`config.mk`:
```
export PLATFORM = sky130hd
export DESIGN_NAME = cla_adder16
export DESIGN_NICKNAME = d
export VERILOG_FILES = /design/src/rtl/cla_pkg.sv /design/src/rtl/cla_bit_pg.sv /design/src/rtl/cla_lookahead_unit.sv /design/src/rtl/cla_group.sv /design/src/rtl/cla_adder16.sv
export SDC_FILE = /design/constraint.sdc
export NUM_CORES = 1
export LEC_CHECK = 0
export BUFFER_PORTS_ARGS = -buffer_cell sky130_fd_sc_hd__buf_2
export CELL_PAD_IN_SITES_DETAIL_PLACEMENT = 0
export CELL_PAD_IN_SITES_GLOBAL_PLACEMENT = 1
export CORE_UTILIZATION = 29
export DETAILED_ROUTE_END_ITERATION = 6
export GPL_TIMING_DRIVEN = 1
export PLACE_DENSITY = 0.95
export SLEW_MARGIN = 20
export SYNTH_ARGS = -nofsm -noshare
export SYNTH_HDL_FRONTEND = slang
export SYNTH_SLANG_ARGS = --single-unit
```
`constraint.sdc`:
```
create_clock -name vclk -period 2.4
set_input_delay 0.12 -clock vclk [all_inputs]
set_output_delay 0.12 -clock vclk [all_outputs]
set_load 0.05 [all_outputs]
```
`src/rtl/cla_pkg.sv`:
```
package cla_pkg;

    typedef struct packed {
        logic prop;
        logic gen;
    } pg_pair_t;

    function automatic pg_pair_t make_pg(input logic x, input logic y);
        pg_pair_t r;
        r.prop = x ^ y;
        r.gen  = x & y;
        return r;
    endfunction

endpackage

```
`src/rtl/cla_bit_pg.sv`:
```
module cla_bit_pg #(
    parameter int BITS = 4
) (
    input  logic [BITS-1:0] x,
    input  logic [BITS-1:0] y,
    output logic [BITS-1:0] p,
    output logic [BITS-1:0] g
);
    import cla_pkg::*;

    for (genvar i = 0; i < BITS; i++) begin : g_bit
        pg_pair_t pr;
        assign pr   = make_pg(x[i], y[i]);
        assign p[i] = pr.prop;
        assign g[i] = pr.gen;
    end
endmodule

```
`src/rtl/cla_lookahead_unit.sv`:
```
module cla_lookahead_unit #(
    parameter int N = 4
) (
    input  logic [N-1:0] p,
    input  logic [N-1:0] g,
    input  logic         cin,
    output logic [N-1:0] cvec,
    output logic         cout,
    output logic         grp_p,
    output logic         grp_g
);
    logic [N:0] cv;
    logic       gv;

    // Flat sum-of-products for every carry: no carry feeds another.
    always_comb begin
        logic acc;
        cv = '0;
        for (int k = 0; k <= N; k++) begin
            acc = cin;
            for (int m = 0; m < k; m++) acc = acc & p[m];
            cv[k] = acc;
            for (int j = 0; j < k; j++) begin
                acc = g[j];
                for (int m = j + 1; m < k; m++) acc = acc & p[m];
                cv[k] = cv[k] | acc;
            end
        end
    end

    // Generate term taken with a zero carry-in.
    always_comb begin
        logic acc;
        gv = 1'b0;
        for (int j = 0; j < N; j++) begin
            acc = g[j];
            for (int m = j + 1; m < N; m++) acc = acc & p[m];
            gv = gv | acc;
        end
    end

    assign cvec  = cv[N-1:0];
    assign cout  = cv[N];
    assign grp_p = &p;
    assign grp_g = gv;

    // carry out splits into generate plus propagated carry-in
    always_comb begin
        p_carry_split_r6: assert (cout == (grp_g | (grp_p & cin)))
            else $error("lookahead carry split mismatch");
    end
endmodule

```
`src/rtl/cla_group.sv`:
```
module cla_group #(
    parameter int BITS = 4
) (
    input  logic [BITS-1:0] x,
    input  logic [BITS-1:0] y,
    input  logic            cin,
    output logic [BITS-1:0] s,
    output logic            cout,
    output logic            gp,
    output logic            gg
);
    logic [BITS-1:0] p, g, c;

    cla_bit_pg #(.BITS(BITS)) u_pg (
        .x(x), .y(y), .p(p), .g(g)
    );

    cla_lookahead_unit #(.N(BITS)) u_la (
        .p(p), .g(g), .cin(cin),
        .cvec(c), .cout(cout), .grp_p(gp), .grp_g(gg)
    );

    assign s = p ^ c;

    // a group never both propagates and generates
    always_comb begin
        p_grp_excl_r5: assert (!(gp && gg))
            else $error("group propagate and generate both high");
    end
endmodule

```
`src/rtl/cla_adder16.sv`:
```
module cla_adder16 #(
    parameter int GRP_BITS  = 4,
    parameter int GRP_COUNT = 4
) (
    input  logic [GRP_BITS*GRP_COUNT-1:0] a,
    input  logic [GRP_BITS*GRP_COUNT-1:0] b,
    input  logic                          cin,
    output logic [GRP_BITS*GRP_COUNT-1:0] sum,
    output logic                          cout,
    output logic                          blk_p,
    output logic                          blk_g
);
    localparam int W = GRP_BITS * GRP_COUNT;

    logic [GRP_COUNT-1:0] gp, gg, gc, gco;

    for (genvar i = 0; i < GRP_COUNT; i++) begin : g_grp
        cla_group #(.BITS(GRP_BITS)) u_grp (
            .x   (a[i*GRP_BITS +: GRP_BITS]),
            .y   (b[i*GRP_BITS +: GRP_BITS]),
            .cin (gc[i]),
            .s   (sum[i*GRP_BITS +: GRP_BITS]),
            .cout(gco[i]),
            .gp  (gp[i]),
            .gg  (gg[i])
        );
    end

    cla_lookahead_unit #(.N(GRP_COUNT)) u_top_la (
        .p(gp), .g(gg), .cin(cin),
        .cvec(gc), .cout(cout), .grp_p(blk_p), .grp_g(blk_g)
    );

    always_comb begin
        logic [W:0] ref_sum;
        ref_sum = {1'b0, a} + {1'b0, b} + {{W{1'b0}}, cin};
        // sum and carry-out agree with a 17-bit reference
        p_sum_ref_r1: assert ({cout, sum} == ref_sum)
            else $error("sum mismatch");
        // block propagate matches all bit positions differing
        p_blk_p_r3: assert (blk_p == (&(a ^ b)))
            else $error("block propagate mismatch");
        // neither propagate nor generate means no carry out
        p_quiet_cout_r7: assert (blk_p || blk_g || !cout)
            else $error("carry out without propagate or generate");
        // block flags exclusive
        p_blk_excl_r5: assert (!(blk_p && blk_g))
            else $error("block propagate and generate both high");
        // Second-level carry into top group agrees with lower group carry out
        p_grp_chain_r2: assert (gc[GRP_COUNT-1] == gco[GRP_COUNT-2])
            else $error("group carry mismatch");
    end
endmodule

```
Word-level counts from Yosys, hierarchy flattened --
Index checks and enable logic that the tools add are counted.
Cells by class: bitwise gates (word level) 131, reductions and logical operators 5
Operators by type and width (count):
- $and A1 B1 Y1 | 62
- $or A1 B1 Y1 | 49
- $reduce_and A16 Y1 | 1
- $reduce_and A4 Y1 | 4
- $xor A1 B1 Y1 | 16
- $xor A4 B4 Y4 | 4
Storage, ports and cells: register bits 0, input port bits 33, output and inout port bits 19, logic and storage cells 136

Depth between registers and ports, before layout --
word-level depth 19, mapped depth 10, mapped depth without buffers 10

Modules after synthesis --
From an unflattened synthesis, not the netlist that was laid out.
Unflattened totals: cell total of the unflattened synthesis 87, area, all modules 678.2 um^2
Modules (own cells, without submodules):
- cla_lookahead_unit | instances 5, cells each 11, area each 67.6 um^2, seq. area each 0.0 um^2
- cla_bit_pg | instances 4, cells each 4, area each 50.0 um^2, seq. area each 0.0 um^2
- cla_group | instances 4, cells each 4, area each 35.0 um^2, seq. area each 0.0 um^2

Worst setup path before layout --
No wires, ideal clock.
kind input port to output port, start point in a[1], end point out sum[15], arrival time 2.405 ns, data required time 2.280 ns, slack -0.125 ns, stages on the path 10, path buffers 0, cell sequence ha_1 > nand4_1 > o221ai_2 > a21oi_1 > o21bai_1 > ha_1 > o21a_1 > o21a_1 > nor2_1 > xnor2_1
Between the ends: longest elaborated chain between the ends 19, elaborated cells between the ends (all ways) 26, classes of those cells bitwise: 25; reduce/logical: 1
RTL lines:
- start, declared | line cla_adder16.sv:5 | input logic [GRP_BITS*GRP_COUNT-1:0] a,
- $xor A1 B1 Y1 | line cla_pkg.sv:10 | r.prop = x ^ y;
- $and A1 B1 Y1 (3 in a row) | line cla_lookahead_unit.sv:37 | for (int m = j + 1; m < N; m++) acc = acc & p[m];
- $or A1 B1 Y1 (3 in a row) | line cla_lookahead_unit.sv:38 | gv = gv | acc;
- $and A1 B1 Y1 (2 in a row) | line cla_lookahead_unit.sv:25 | for (int m = j + 1; m < k; m++) acc = acc & p[m];
- $or A1 B1 Y1 (*) (3 in a row) | line cla_lookahead_unit.sv:26 | cv[k] = cv[k] | acc;
- $and A1 B1 Y1 (*) | line cla_lookahead_unit.sv:21 | for (int m = 0; m < k; m++) acc = acc & p[m];
- $and A1 B1 Y1 (*) (2 in a row)
- $or A1 B1 Y1 (*) (3 in a row) | line cla_lookahead_unit.sv:26
- $xor A4 B4 Y4 (*) | line cla_group.sv:23 | assign s = p ^ c;
- end, declared | line cla_adder16.sv:8 | output logic [GRP_BITS*GRP_COUNT-1:0] sum,
Every way passes the cells marked *; elsewhere a longest branch is shown, timed or not.

Final worst setup path --
start point in a[7], end point out sum[15]
Between the ends: longest elaborated chain between the ends 15, elaborated cells between the ends (all ways) 24, classes of those cells bitwise: 23; reduce/logical: 1
RTL lines (line):
- $xor A1 B1 Y1 | cla_pkg.sv:10
- $and A1 B1 Y1 | cla_lookahead_unit.sv:37
- $or A1 B1 Y1 (3 in a row) | cla_lookahead_unit.sv:38
- $and A1 B1 Y1 | cla_lookahead_unit.sv:25
- $or A1 B1 Y1 (*) (2 in a row) | cla_lookahead_unit.sv:26
- $and A1 B1 Y1 (*) | cla_lookahead_unit.sv:21
- $and A1 B1 Y1 (*) (2 in a row)
- $or A1 B1 Y1 (*) (3 in a row) | cla_lookahead_unit.sv:26
- $xor A4 B4 Y4 (*) | cla_group.sv:23
Marks and branches as above.

==> flow_summary.yaml <==
floorplan:
  dieArea_um2: 2576
  start_util: 0.3087
  row_count: 17
  io_pins: 52
  die-width_um: 50.76
  die_y_um: 50.76
  core_um2: 2233
synthesis:
  synth_compound_area_frac: 0.2577
  synth_top_family_by_area: "adder cells"
  syn_area_um2: 689.4
  synth_xor_area_frac: 0.1016
  yosysWarningCount: 0
  synth_top_area_frac: 0.3630
  synthAdderAreaFrac: 0.4791
  synth_cells: 82
  synth_top_area_cell: "ha_1"
  syn_nets: 139
  synthSimpleGateAreaFrac: 0.1506
  synth_mux_area_frac: 0
  postSynthAreaPerCell_um2: 8.407
  synthDistinctLibCells: 19
  ys_seq_area_frac: 0
  synthTopCellsByArea: "ha_1 (36%), fa_1 (12%), o21a_1 (8.7%)"
flow_run:
  drv_cap: 0
clock_network:
  hold_buffers: 0
power:
  p_total_mw: 0.5272
  p_per_area_nw_per_um2: 446.8
  pwr-share-comb: 1.000
  p_leak_nw: 0.5980
  switching_share: 0.6569
  seqPwrFrac: 0
  power.internal_mw: 0.1809
  p_sw_mw: 0.3463
  vdd_drop_max_mv: 0.2645
  power_frac_clock: 0
layout:
  design.seq.count: 0
  layout_common_cells: "buf_2 (49), ha_1 (15), buf_4 (14), o21a_1 (8), nor2_1 (7)"
  multi_input_area_um2: 768.2
  seqCellArea_um2: 0
  diodes: 0
  fill_cells: 220
  final_net_count: 206
  syn2layout_area_growth_pct: 71.14
  post-route-util: 0.5283
  layout-drive-gt1-share: 0.5374
  final_common_cell: "buf_2"
  nClkBuffers: 0
worst_setup_path:
  critPathMaxStageDelay_ps: 310
  cp_cell_sequence: "buf_2 -> ha_1 -> a21oi_1 -> o21ai_1 -> a21oi_2 -> o21bai_1 -> ha_1 -> o21a_1 -> o21a_1 -> nor2_2 -> xnor2_2 -> buf_6"
  crit_buf_inv: 2
  crit_arrival_ps: 2110
  crit_type: "input pin to primary output"
  crit_required_ps: 2280
  startpoint: "a[7]"
  critPathTopFamily: "compound AO/OA/AOI/OAI gates"
  slowest_stage: "ha_1"
  crit_end: "sum[15]"
  worst-path-max-fanout: 3
  cp.depth: 12
  worstSetupEndpointType: "primary output"
  worstSetupStartpointType: "input pin"
routing:
  first_pass_iters: 3
  vias_per_cell: 4.840
  wl_per_cell_um: 10.42
  drc: 0
  drt_iter0_markers: 4
  ant_nets: 0
  vias: 847
  drt_wl_total_um: 1823
global_routing:
  grt_antenna_before_repair: 0
  grt_overflow: 0
  grt_max_degree: 5
  grt_pass1_vias: 783
  track_usage: 0.1417
  grt_pass1_wl_um: 3022
timing:
  finalSetupViolCount: 0
  rsz0062_at_grt: "false"
  max_freq_mhz: 447.8
  layout_min_cycle_time_ps: 2233
  final_max_slew_viol_count: 0
  period_share: 0.9305
  slew_headroom: 0.8305
  hold_viol: 0
  tightest_slew_ps: 252.6
  setup_slack_ps: 166.8
min_path:
  whs_path_depth: 3
  worstHoldPathType: "input pin to primary output"
placement:
  post-place-ws_ps: -108.2
  gp_congestion: 0.8039
  io_buffers: 52
  hpwl_um: 1638
status:
  outcome: "finished clean"
-- synth_stat cells, types with 2 or more instances --
library cell and number:
a21o_1 2, a21oi_1 8, fa_1 4, ha_1 20, inv_1 2, nand2_1 4
nand4_1 2, nor2_1 9, nor3_1 4, o21a_1 8, o21ai_0 5, xnor2_1 4
xor2_1 4
-- layout make-up --
type / instances / area share
inverter: 2 / 0.006363
multi-input combinational: 80 / 0.6511
timing repair buffer: 65 / 0.3128
tap: 28 / 0.02969
-- power by group through the flow --
stage	Sequential [mW]	Combinational (mW)	Clock [mW]
6_report	0	0.527	0
3_3_place_gp	0	0.486	0
3_5_place_dp	0	0.495	0
4_1_cts	0	0.501	0
2_1_floorplan	0	0.370	0
5_1_grt	0	0.566	0
-- worst min path at each step --
stage                     start      end  slack, ps
after detailed placement   b[8]   sum[8]        760
after global placement     b[0]   sum[0]        740
after global routing       b[8]   sum[8]        770
after CTS                  b[8]   sum[8]        760
after floorplan           b[15]  sum[15]        640
final                      b[8]   sum[8]        750
-- metal layers --
layer	part of all wire	track usage
met5	0	0
met3	0.096	0.02424
met4	0	0
met1	0.40	0.1670
met2	0.50	0.2778
-- tightest hold or removal path, cell delays in order --
cell	delay, ps
buf_2	100
fa_1	150
buf_2	250
-- stage by stage --
step / TNS [ps] / instances / cell area (um^2) / hold slack, ps
6_report: 0 / 175 / 1180 / 746.1
5_1_grt: 0 / 175 / 1180 / 769.9
4_1_cts: 0 / 172 / 1076 / 755.5
3_5_place_dp: -112.5 / 172 / 1070 / 755.5
3_3_place_gp: -20.18 / 172 / 1070 / 744.1
2_1_floorplan: 0 / 82 / 699.4 / 643.2
-- cells by family (layout without fill, tap and decap cells) --
family,count (synthesis),in the layout
xor+xnor,8,8
fa+ha+maj,24,24
simple gates,22,22
buf+inv,2,67
compound gates,26,26
-- what timing repair did --
action                     in CTS  in global routing
buffers inserted                0                  3
setup endpoints to repair       3                  4
pin swaps                       0                  7
gates resized for setup         2                 14
Note: power is estimated with default switching activity, not from simulation.
